--- src/rtl/hwb_pkg.sv ---
package hwb_pkg;
  localparam int DW     = 32;
  localparam int HW     = DW / 2;
  localparam int PAIR_W = 2;

  typedef logic [PAIR_W-1:0] pair_t;

  localparam logic [1:0] SZ_HALF = 2'b01;
  localparam logic [1:0] SZ_WORD = 2'b10;

  typedef enum logic [1:0] {ST_IDLE, ST_WAIT, ST_RESP} bst_e;

  // Next pair count: restart at one when the word address moved.
  function automatic pair_t pair_next(input logic same, input pair_t cnt);
    return same ? pair_t'(cnt + 1'b1) : pair_t'(1);
  endfunction

  function automatic logic [HW-1:0] half_pick(input logic [DW-1:0] w, input logic upper);
    return upper ? w[DW-1:HW] : w[HW-1:0];
  endfunction

  function automatic logic [DW-1:0] cfg_merge(input logic [DW-1:0] old_v,
                                               input logic [DW-1:0] wd,
                                               input logic [DW-1:0] wmask,
                                               input logic [DW-1:0] keep);
    return (wd & wmask) | (old_v & keep);
  endfunction

  function automatic logic [DW-1:0] cfg_reset(input logic [DW-1:0] base,
                                               input logic mode16,
                                               input int unsigned bitpos);
    return mode16 ? base : (base | (DW'(1) << bitpos));
  endfunction
endpackage

--- src/rtl/hwb_wr_pair.sv ---
module hwb_wr_pair import hwb_pkg::*; #(
  parameter int OFF_W = 8
) (
  input  logic             clk,
  input  logic             rst_n,
  input  logic             clr,
  input  logic             step,
  input  logic [OFF_W-1:0] woff,
  input  logic             upper,
  input  logic [HW-1:0]    wdata16,
  output logic             commit,
  output logic [DW-1:0]    commit_word,
  output pair_t            cnt_o
);
  logic [OFF_W-1:0] prev_q;
  pair_t            cnt_q;
  pair_t            nxt;
  logic [HW-1:0]    hi_q, lo_q, hi_n, lo_n;
  logic             same;

  assign same        = (woff == prev_q);
  assign nxt         = pair_next(same, cnt_q);
  assign commit      = step && (nxt == pair_t'(2));
  assign hi_n        = (step && upper)  ? wdata16 : hi_q;
  assign lo_n        = (step && !upper) ? wdata16 : lo_q;
  assign commit_word = {hi_n, lo_n};
  assign cnt_o       = cnt_q;

  always_ff @(posedge clk) begin
    if (!rst_n) begin
      prev_q <= '0;
      cnt_q  <= '0;
      hi_q   <= '0;
      lo_q   <= '0;
    end else begin
      if (step) begin
        prev_q <= woff;
        cnt_q  <= commit ? pair_t'(0) : nxt;
        hi_q   <= hi_n;
        lo_q   <= lo_n;
      end
      if (clr) cnt_q <= '0;
    end
  end

  // a commit empties the pair, so two commits never come back to back
  p_one_commit_r3: assert property (@(posedge clk) disable iff (!rst_n)
    commit |=> !commit);
  // the write counter never holds more than one pending half
  p_wr_cnt_bound_r4: assert property (@(posedge clk) disable iff (!rst_n)
    cnt_q <= pair_t'(1));
endmodule

--- src/rtl/hwb_rd_pair.sv ---
module hwb_rd_pair import hwb_pkg::*; #(
  parameter int OFF_W = 8
) (
  input  logic             clk,
  input  logic             rst_n,
  input  logic             clr,
  input  logic             step,
  input  logic [OFF_W-1:0] woff,
  input  logic             load,
  input  logic [DW-1:0]    load_val,
  output logic             first,
  output logic [DW-1:0]    latch_o,
  output pair_t            cnt_o
);
  logic [OFF_W-1:0] prev_q;
  pair_t            cnt_q;
  pair_t            nxt;
  logic [DW-1:0]    latch_q;

  assign nxt     = pair_next(woff == prev_q, cnt_q);
  assign first   = (nxt == pair_t'(1));
  assign latch_o = latch_q;
  assign cnt_o   = cnt_q;

  always_ff @(posedge clk) begin
    if (!rst_n) begin
      prev_q  <= '0;
      cnt_q   <= '0;
      latch_q <= '0;
    end else begin
      if (step) begin
        prev_q <= woff;
        cnt_q  <= first ? pair_t'(1) : pair_t'(0);
      end
      if (load) latch_q <= load_val;
      if (clr)  cnt_q   <= '0;
    end
  end

  // read counter is zero or one between accesses
  p_rd_cnt_bound_r6: assert property (@(posedge clk) disable iff (!rst_n)
    cnt_q <= pair_t'(1));
  // a second-half read (step without first) never coincides with a latch load
  p_second_no_load_r5: assert property (@(posedge clk) disable iff (!rst_n)
    (step && !first) |-> !load);
endmodule

--- src/rtl/hwb_cfg_reg.sv ---
module hwb_cfg_reg import hwb_pkg::*; #(
  parameter logic [DW-1:0] CFG_BASE  = 32'h0005_0000,
  parameter logic [DW-1:0] CFG_WMASK = 32'h0003_F300,
  parameter int            MODE_BIT  = 2,
  parameter int            SRST_BIT  = 0
) (
  input  logic          clk,
  input  logic          rst_n,
  input  logic          mode16,
  input  logic          we,
  input  logic [DW-1:0] wdata,
  output logic [DW-1:0] cfg_o,
  output logic          soft_rst_o
);
  localparam logic [DW-1:0] KEEP = DW'(1) << MODE_BIT;

  logic [DW-1:0] cfg_q;
  logic [DW-1:0] rst_val;

  assign rst_val    = cfg_reset(CFG_BASE, mode16, MODE_BIT);
  assign soft_rst_o = we && wdata[SRST_BIT];
  assign cfg_o      = cfg_q;

  always_ff @(posedge clk) begin
    if (!rst_n)          cfg_q <= rst_val;
    else if (soft_rst_o) cfg_q <= rst_val;
    else if (we)         cfg_q <= cfg_merge(cfg_q, wdata, CFG_WMASK, KEEP);
  end

  // the bus-width bit always reports the strap
  p_mode_bit_r1: assert property (@(posedge clk) disable iff (!rst_n)
    cfg_q[MODE_BIT] == !mode16);
  // after an ordinary write nothing outside the mask and the mode bit survives
  p_cfg_clean_r10: assert property (@(posedge clk) disable iff (!rst_n)
    (we && !soft_rst_o) |=> ((cfg_q & ~(CFG_WMASK | KEEP)) == '0));
endmodule

--- src/rtl/hw2w_bridge.sv ---
module hw2w_bridge import hwb_pkg::*; #(
  parameter int                HOST_AW   = 16,
  parameter int                OFF_W     = 8,
  parameter int                DS_AW     = 32,
  parameter logic [OFF_W-1:0]  CFG_OFF   = 8'h74,
  parameter logic [DW-1:0]     CFG_BASE  = 32'h0005_0000,
  parameter logic [DW-1:0]     CFG_WMASK = 32'h0003_F300,
  parameter int                MODE_BIT  = 2,
  parameter int                SRST_BIT  = 0
) (
  input  logic               clk,
  input  logic               rst_n,
  input  logic               mode16,
  input  logic               host_req,
  input  logic               host_we,
  input  logic [1:0]         host_size,
  input  logic [HOST_AW-1:0] host_addr,
  input  logic [DW-1:0]      host_wdata,
  output logic [DW-1:0]      host_rdata,
  output logic               host_ready,
  output logic               host_err,
  output logic               ds_req,
  output logic               ds_we,
  output logic [DS_AW-1:0]   ds_addr,
  output logic [DW-1:0]      ds_wdata,
  input  logic [DW-1:0]      ds_rdata
);
  bst_e             state_q;
  logic [OFF_W-1:0] off, woff;
  logic             upper, is_half, is_word, bad, hit_cfg, idle_req;
  logic             half_wr, half_rd, word_wr, word_rd;
  logic             fetch_any, fetch_ds, rd_first;
  logic             wr_commit, cfg_we, soft_rst, rd_load;
  logic [DW-1:0]    commit_word, cfg_val, cfg_wdata, rd_latch, word_q, fetch_src;
  logic             resp_half_q, resp_upper_q, src_cfg_q;
  pair_t            wr_cnt, rd_cnt;
  logic             addr_hi_unused;

  // Access decode: only the low offset bits matter.
  assign addr_hi_unused = ^host_addr[HOST_AW-1:OFF_W];
  assign off      = host_addr[OFF_W-1:0];
  assign woff     = {off[OFF_W-1:2], 2'b00};
  assign upper    = off[1];
  assign is_half  = (host_size == SZ_HALF);
  assign is_word  = (host_size == SZ_WORD);
  assign bad      = !(is_word || (is_half && mode16));
  assign hit_cfg  = (woff == CFG_OFF);
  assign idle_req = (state_q == ST_IDLE) && host_req;

  assign half_wr  = idle_req && !bad && is_half &&  host_we;
  assign half_rd  = idle_req && !bad && is_half && !host_we;
  assign word_wr  = idle_req && !bad && is_word &&  host_we;
  assign word_rd  = idle_req && !bad && is_word && !host_we;

  assign fetch_any = (half_rd && rd_first) || word_rd;
  assign fetch_ds  = fetch_any && !hit_cfg;

  hwb_wr_pair #(.OFF_W(OFF_W)) wr_pair_i (
    .clk         (clk),
    .rst_n       (rst_n),
    .clr         (soft_rst),
    .step        (half_wr),
    .woff        (woff),
    .upper       (upper),
    .wdata16     (host_wdata[HW-1:0]),
    .commit      (wr_commit),
    .commit_word (commit_word),
    .cnt_o       (wr_cnt)
  );

  assign fetch_src = src_cfg_q ? cfg_val : ds_rdata;
  assign rd_load   = (state_q == ST_WAIT) && resp_half_q;

  hwb_rd_pair #(.OFF_W(OFF_W)) rd_pair_i (
    .clk      (clk),
    .rst_n    (rst_n),
    .clr      (soft_rst),
    .step     (half_rd),
    .woff     (woff),
    .load     (rd_load),
    .load_val (fetch_src),
    .first    (rd_first),
    .latch_o  (rd_latch),
    .cnt_o    (rd_cnt)
  );

  assign cfg_wdata = word_wr ? host_wdata : commit_word;
  assign cfg_we    = (word_wr || wr_commit) && hit_cfg;

  hwb_cfg_reg #(
    .CFG_BASE  (CFG_BASE),
    .CFG_WMASK (CFG_WMASK),
    .MODE_BIT  (MODE_BIT),
    .SRST_BIT  (SRST_BIT)
  ) cfg_i (
    .clk        (clk),
    .rst_n      (rst_n),
    .mode16     (mode16),
    .we         (cfg_we),
    .wdata      (cfg_wdata),
    .cfg_o      (cfg_val),
    .soft_rst_o (soft_rst)
  );

  // Downstream request: pass-through words, pair commits, fetches.
  assign ds_req   = fetch_ds || ((word_wr || wr_commit) && !hit_cfg);
  assign ds_we    = (word_wr || wr_commit) && !hit_cfg;
  assign ds_addr  = {{(DS_AW-OFF_W){1'b0}}, woff};
  assign ds_wdata = word_wr ? host_wdata : commit_word;

  // Fetch sequencer: IDLE -> WAIT (capture) -> RESP (ready).
  always_ff @(posedge clk) begin
    if (!rst_n) begin
      state_q      <= ST_IDLE;
      resp_half_q  <= 1'b0;
      resp_upper_q <= 1'b0;
      src_cfg_q    <= 1'b0;
      word_q       <= '0;
    end else begin
      unique case (state_q)
        ST_IDLE: if (fetch_any) begin
          state_q      <= ST_WAIT;
          resp_half_q  <= half_rd;
          resp_upper_q <= upper;
          src_cfg_q    <= hit_cfg;
        end
        ST_WAIT: begin
          state_q <= ST_RESP;
          if (!resp_half_q) word_q <= fetch_src;
        end
        default: state_q <= ST_IDLE;
      endcase
    end
  end

  assign host_ready = (state_q == ST_IDLE) ? !fetch_any : (state_q == ST_RESP);
  assign host_err   = idle_req && bad;

  always_comb begin
    host_rdata = '0;
    if (state_q == ST_RESP)
      host_rdata = resp_half_q ? {{HW{1'b0}}, half_pick(rd_latch, resp_upper_q)} : word_q;
    else if (half_rd)
      host_rdata = {{HW{1'b0}}, half_pick(rd_latch, upper)};
  end

  // an invalid access never reaches the register file
  p_err_no_ds_r9: assert property (@(posedge clk) disable iff (!rst_n)
    host_err |-> !ds_req);
  // an invalid access leaves both pair counters untouched
  p_err_keeps_cnt_r9: assert property (@(posedge clk) disable iff (!rst_n)
    host_err |=> ($stable(wr_cnt) && $stable(rd_cnt)));
  // every downstream address is a word-aligned offset inside the window
  p_ds_aligned_r2: assert property (@(posedge clk) disable iff (!rst_n)
    ds_req |-> (ds_addr[1:0] == 2'b00 && ds_addr[DS_AW-1:OFF_W] == '0));
  // a downstream read is followed by the capture cycle
  p_read_waits_r12: assert property (@(posedge clk) disable iff (!rst_n)
    (ds_req && !ds_we) |=> (state_q == ST_WAIT && !host_ready));
  // capture is followed by the ready response
  p_wait_resp_r12: assert property (@(posedge clk) disable iff (!rst_n)
    (state_q == ST_WAIT) |=> host_ready);
endmodule

--- config.mk ---
export PLATFORM = sky130hd
export DESIGN_NAME = hw2w_bridge
export DESIGN_NICKNAME = d
export VERILOG_FILES = /design/src/rtl/hwb_pkg.sv /design/src/rtl/hwb_wr_pair.sv /design/src/rtl/hwb_rd_pair.sv /design/src/rtl/hwb_cfg_reg.sv /design/src/rtl/hw2w_bridge.sv
export SDC_FILE = /design/constraint.sdc
export NUM_CORES = 1
export LEC_CHECK = 0
export ABC_AREA = 1
export ABC_CLOCK_PERIOD_IN_PS = 2600
export BUFFER_PORTS_ARGS = -buffer_cell sky130_fd_sc_hd__buf_2
export CAP_MARGIN = 20
export CORE_ASPECT_RATIO = 1.75
export CORE_MARGIN = 4
export CORE_UTILIZATION = 49
export DETAILED_ROUTE_END_ITERATION = 16
export PLACE_DENSITY_LB_ADDON = 0.3
export SYNTH_ARGS = -nofsm -noshare
export SYNTH_HDL_FRONTEND = slang
export SYNTH_HIERARCHICAL = 1
export SYNTH_SLANG_ARGS = --single-unit
--- constraint.sdc ---
create_clock -name clk -period 2.6 [get_ports clk]
set_input_delay 0.39 -clock clk [delete_from_list [all_inputs] [get_ports clk]]
set_output_delay 0.39 -clock clk [all_outputs]
set_load 0.005 [all_outputs]
Word level (Yosys, flattened, before mapping)
Index checks and enable logic that the tools add are counted.
{ "op_classes": {"addsub": 2, "n_eq_ne": 11, "mux": 20, "bitwise_logic": 3, "reduce_logical": 32} }
{ "ops": {"columns": ["operator", "n"], "rows": [
  ["$mux 32", 7],
  ["$mux 16", 5],
  ["$logic_and 1x1->1", 19],
  ["$or 18x3->18", 1],
  ["$eq 6x6->1", 2],
  ["$mux 2", 4],
  ["$eq 2x1->1 const B", 3],
  ["$eq 2x2->1 const B", 3],
  ["$eq 6x5->1 const B", 1],
  ["$logic_not 1->1", 5],
  ["$add 2x1->2 const B", 2],
  ["$logic_or 1x1->1", 4],
  ["$pmux 2 s2", 1],
  ["$reduce_and 2->1", 2],
  ["$mux 3", 1],
  ["$ne 3x1->1 const B", 1],
  ["$logic_not 2->1", 1],
  ["$mux 1", 2],
  ["$ne 2x2->1 const B", 1],
  ["$not 1->1", 2],
  ["$reduce_or 2->1", 1]
]} }
{ "word_totals": {"regBits": 149, "in_bits": 87} }

Depth between registers and ports, before layout
{ "logic_depth": {"ltp_word": 13, "ltp_mapped": 18, "ltp_nobuf": 16} }

Hierarchy
The synthesis kept the hierarchy.
{ "by_module_without_submodules": {"columns": ["mod", "instances", "cells_per_inst", "area_per_inst_um2", "seq_area_each_um2"], "rows": [
  ["hw2w_bridge", 1, 592, 3288.2, 740.7],
  ["hwb_wr_pair", 1, 275, 1966.9, 840.8],
  ["hwb_rd_pair", 1, 225, 1624.1, 820.8],
  ["hwb_cfg_reg", 1, 55, 560.5, 300.3]
]} }

Worst setup path before layout
Ideal clock, no wire load.
{ "synth_path": {"path_kind": "in2reg", "startpoint": "input port host_size[1]", "endpoint": "register wr_pair_i.cnt_q[0], in the netlist wr_pair_i/cnt_o[0]", "setup_time_ps": 56, "arrival_ps": 2396, "required_time_ps": 2544, "setup_slack_ps": 148, "path_stages": 17, "n_path_buf": 2, "path_cell_list": "inv_1 > nand3_1 > nor3_1 > inv_2 > or2_1 > buf_6 > buf_6 > o21ai_2 > inv_1 > nand2_1 > o21ai_2 > nand2_2 > inv_1 > nor2_1 > o21a_1 > nand2_1 > inv_1"} }
{ "synth_via": {"elab_chain_cells": 11, "elab_cells_between_ends": 18, "classes_between": "2 x eq/ne; 3 x mux; 13 x reduce/logical"} }
{ "synth_lines": {"columns": ["item", "line_no", "text"], "rows": [
  ["start: declaration", "hw2w_bridge.sv:16", "input logic [1:0] host_size,"],
  ["$eq 2x1->1", "hw2w_bridge.sv:44", "assign is_half = (host_size == SZ_HALF);"],
  ["$logic_and 1x1->1", "hw2w_bridge.sv:46", "assign bad = !(is_word || (is_half && mode16));"],
  ["$logic_or 1x1->1", "hw2w_bridge.sv:46", null],
  ["$logic_and 1x1->1", "hw2w_bridge.sv:50", "assign half_wr = idle_req && !bad && is_half && host_we;"],
  ["$logic_and 1x1->1 (*) (2 in series)", "hw2w_bridge.sv:50", null],
  ["named net half_wr", "hw2w_bridge.sv:31", "logic half_wr, half_rd, word_wr, word_rd;"],
  ["$logic_and 1x1->1 (*)", "hwb_wr_pair.sv:25", "assign lo_n = (step && !upper) ? wdata16 : lo_q;"],
  ["$mux 16 (*)", "hwb_wr_pair.sv:25", null],
  ["named net commit_word[0]", "hw2w_bridge.sv:34", "logic [DW-1:0] commit_word, cfg_val, cfg_wdata, rd_latch, word_q, fetch_src;"],
  ["$mux 32 (*)", null, null],
  ["named net ds_wdata[0]", "hw2w_bridge.sv:25", "output logic [DW-1:0] ds_wdata,"],
  ["$logic_and 1x1->1 (*)", "hwb_cfg_reg.sv:21", "assign soft_rst_o = we && wdata[SRST_BIT];"],
  ["named net soft_rst", "hw2w_bridge.sv:33", "logic wr_commit, cfg_we, soft_rst, rd_load;"],
  ["$reduce_or 2->1 (no source line) (*)", null, null],
  ["end signal: assignment", "hwb_wr_pair.sv:38", "cnt_q <= commit ? pair_t'(0) : nxt;"],
  ["end: declaration", "hwb_wr_pair.sv:16", "pair_t cnt_q;"]
]} }
Mark *: on every way through the listed nets, which the timed path passes. The rest lies on a longest branch.
A chain may end at the register's enable or synchronous reset.

Worst setup path after layout
{ "layout_path": {"startpoint": "register state_q[0]", "endpoint": "output port ds_wdata[13]"} }
{ "layout_via": {"elab_chain_cells": 8, "elab_cells_between_ends": 10, "classes_between": "2 x mux; 8 x reduce/logical"} }
{ "layout_lines": {"columns": ["item", "line_no", "text"], "rows": [
  ["start: declaration", "hw2w_bridge.sv:28", "bst_e state_q;"],
  ["start signal: assignment", "hw2w_bridge.sv:114", "state_q <= ST_IDLE;"],
  ["start signal: assignment", "hw2w_bridge.sv:122", "state_q <= ST_WAIT;"],
  ["start signal: assignment", "hw2w_bridge.sv:128", "state_q <= ST_RESP;"],
  ["$logic_not 2->1", "hw2w_bridge.sv:48", "assign idle_req = (state_q == ST_IDLE) && host_req;"],
  ["$logic_and 1x1->1", "hw2w_bridge.sv:48", null],
  ["$logic_and 1x1->1 (3 in series)", "hw2w_bridge.sv:50", null],
  ["named net half_wr", "hw2w_bridge.sv:31", null],
  ["$logic_and 1x1->1", "hwb_wr_pair.sv:25", null],
  ["$mux 16", "hwb_wr_pair.sv:25", null],
  ["named net commit_word[13]", "hw2w_bridge.sv:34", null],
  ["$mux 32", "hw2w_bridge.sv:109", "assign ds_wdata = word_wr ? host_wdata : commit_word;"],
  ["end: declaration", "hw2w_bridge.sv:25", null]
]} }
The timed path passes the listed nets, and every way through them passes these cells.

==> results.md <==
* Run status: completed
* Global placement routability congestion at 0.8448
* Relative slew margins at 0.6133
* Filler cells at 1445
* Root Driver: clkbuf_16
* Max-Cap Viols at 0
* Chip Width at 101.1 um
* Number of DRC markers in iteration 0 at 306
* Critical Path End Type: output port
* Period utilisation layout at 0.9733
* Total Nets Final at 1377
* Type of origin of the critical path: register
* WP data required at 2.21 ns
* Syn avg cell area at 6.488 sq um
* Final Hold Fails at 0
* Row count at 59
* DRT antenna net count at 0
* Least-Margin Pin Slew at 0.5800 ns
* Clock Latency Late Sink at 0.41 ns
* Power Dens Cells at 559.1 mW/mm^2
* Routed WL at 18920 um
* Gr ovfl total at 0
* Achievable Freq at 0.3951 GHz
* Leakage at 0.004661 uW
* WL/cell at 12.73 um
* Vias in the first global route at 6579
* Number of H-tree levels at 4
* Die Y at 170.9 um
* First-pass GRT wire length at 30080 um
* CTS hold repair buffers at 0
* Initial Utilization at 0.4982
* Total track usage at 0.2179
* Syn Std Cell Area at 0.007428 sq mm
* DRC at 0
* CP Max Fanout at 7
* Post-Syn Instances at 1145
* Maximum VDD drop at 407.6 uV
* Clock transition at the registers of the reported paths at 0.05 ns
* CTS tree: built
* Tot Pwr at 4994 uW
* CTS max path bufs at 2
* Warning count from the yosys run at 6
* Post-route minimum period at 2.531 ns
* Via count at 7112
* Dpl hpwl at 13310 um
* Unrepaired setup endpoints after global routing: true
* Crit Path Class: reg2out
* Fin. max-slew vios at 0
* # IOs at 187
* CP peak stage delay at 0.36 ns
* Setup TNS at 0 ns
* CTS Sinks at 130
* Initial antenna violation count at 0
* Largest net degree at the start of global routing at 66
* Crit-path slowest cell: dfxtp_2
* Non-filler instance count after layout at 1486
* Hold WS at 0.2535 ns
* # diodes at 0
* Util after Layout at 0.5990
* HP Class: in2reg
* Total CTS buffers at 17
* DIE AREA at 0.01727 sq mm
* Share of layout cells above drive strength 1 at 0.2256
* Core area at 0.01491 sq mm
* Port Buffers at 151
* Cell count after placement at 1447
* Layout area overhead at 20.25%
* Final setup skew at 0.01161 ns
* Pre-antenna DRT Iters at 6
* Crit path DAT at 2.14 ns
* Crit path cell chain: nor2_4, nand2_4, nor3_4, inv_2, or2_4, buf_4, nand2_1, o21ai_2, inv_1, nand2_1, o21ai_2, buf_2
* Vias/cell at 4.786
* Setup-failing EPs final at 0
[critical path, delay by kind of cell, from the launching register on]
family | cells | cell delay (ns)
and+or+nand+nor | 6 | 0.81
AOI/OAI and AO/OA | 2 | 0.16
DFF | 1 | 0.36
buffers and inverters | 4 | 0.42
[report_power, final]
part	switching [uW]	internal, uW	total [uW]	leakage [uW]
Combinational	299	170	469	0.00329
Clock	904	1550	2450	0.000297
Sequential	15.1	2060	2070	0.00107
[what timing repair did]
action / 4_1_cts / 5_1_grt
resized for setup: 6 / 22
endpoints found under the setup margin: 33 / 32
gates cloned: 0 / 1
pin swaps: 1 / 0
setup buffers: 1 / 4
[registers in the layout, summed over array words and instances (netlist names), 2 cells and up]
register / count
word_q: 32
rd_pair_i/latch_o: 32
state_q: 2
wr_pair_i/lo_q: 16
wr_pair_i/cnt_o: 2
cfg_i/cfg_o: 10
rd_pair_i/prev_q: 8
wr_pair_i/hi_q: 16
wr_pair_i/prev_q: 8
[cell type report]
class,instances,area (sq um),area share
clock inverter,11,123.9,0.01387
timing repair buffer,181,1060,0.1186
clock buffer,21,491.7,0.05505
sequential,130,2705,0.3028
multi-input combinational,763,3581,0.4009
tap,183,229.0,0.02563
inverter,197,742.0,0.08306
[routing by layer]
metal  share of wire  global-route usage
met1            0.37              0.2373
met2            0.53              0.3971
met3           0.067             0.04488
met4           0.035             0.09838
met5               0                   0
[worst paths after layout]
check,from,endpoint,slack (ns),cells after the start
max,state_q[0]$_SDFFE_PN0P_,ds_wdata[13],0.07,12
min,mode16,cfg_i/cfg_o[2]$_DFFE_PP_,0.25,2
max reg2reg,state_q[0]$_SDFFE_PN0P_,cfg_i/cfg_o[16]$_SDFFCE_PP1P_,0.38,12
min reg2reg,word_q[6]$_SDFFE_PN0P_,word_q[6]$_SDFFE_PN0P_,0.44,2
[per-stage QoR]
step                      area [sq um]  worst slack, ns
final                             8932          0.06930
after floorplan                   7627           0.1484
after global routing              8932         -0.04679
after detailed placement          8118           0.1122
after global placement            8118           0.1429
after CTS                         8760          0.01951
[layout by cell type, fill, tap and decap left out, types with 3 or more instances in the layout]
| master | count |
|---|---|
| nor2_2 | 16 |
| buf_2 | 151 |
| o21ai_0 | 124 |
| xnor2_1 | 5 |
| o211ai_1 | 7 |
| inv_1 | 184 |
| clkbuf_16 | 19 |
| clkbuf_8 | 3 |
| a21oi_1 | 57 |
| nand2_1 | 244 |
| inv_2 | 12 |
| conb_1 | 55 |
| nand3_2 | 3 |
| o22ai_1 | 9 |
| dfxtp_1 | 118 |
| nand3_1 | 10 |
| o21ai_4 | 8 |
| clkinv_2 | 3 |
| buf_4 | 24 |
| o21ai_2 | 16 |
| nand2_2 | 16 |
| edfxtp_1 | 10 |
| buf_12 | 3 |
| o21ai_1 | 29 |
| nor2_1 | 147 |
| clkinvlp_4 | 3 |
Power figures use the tool's default switching activity.
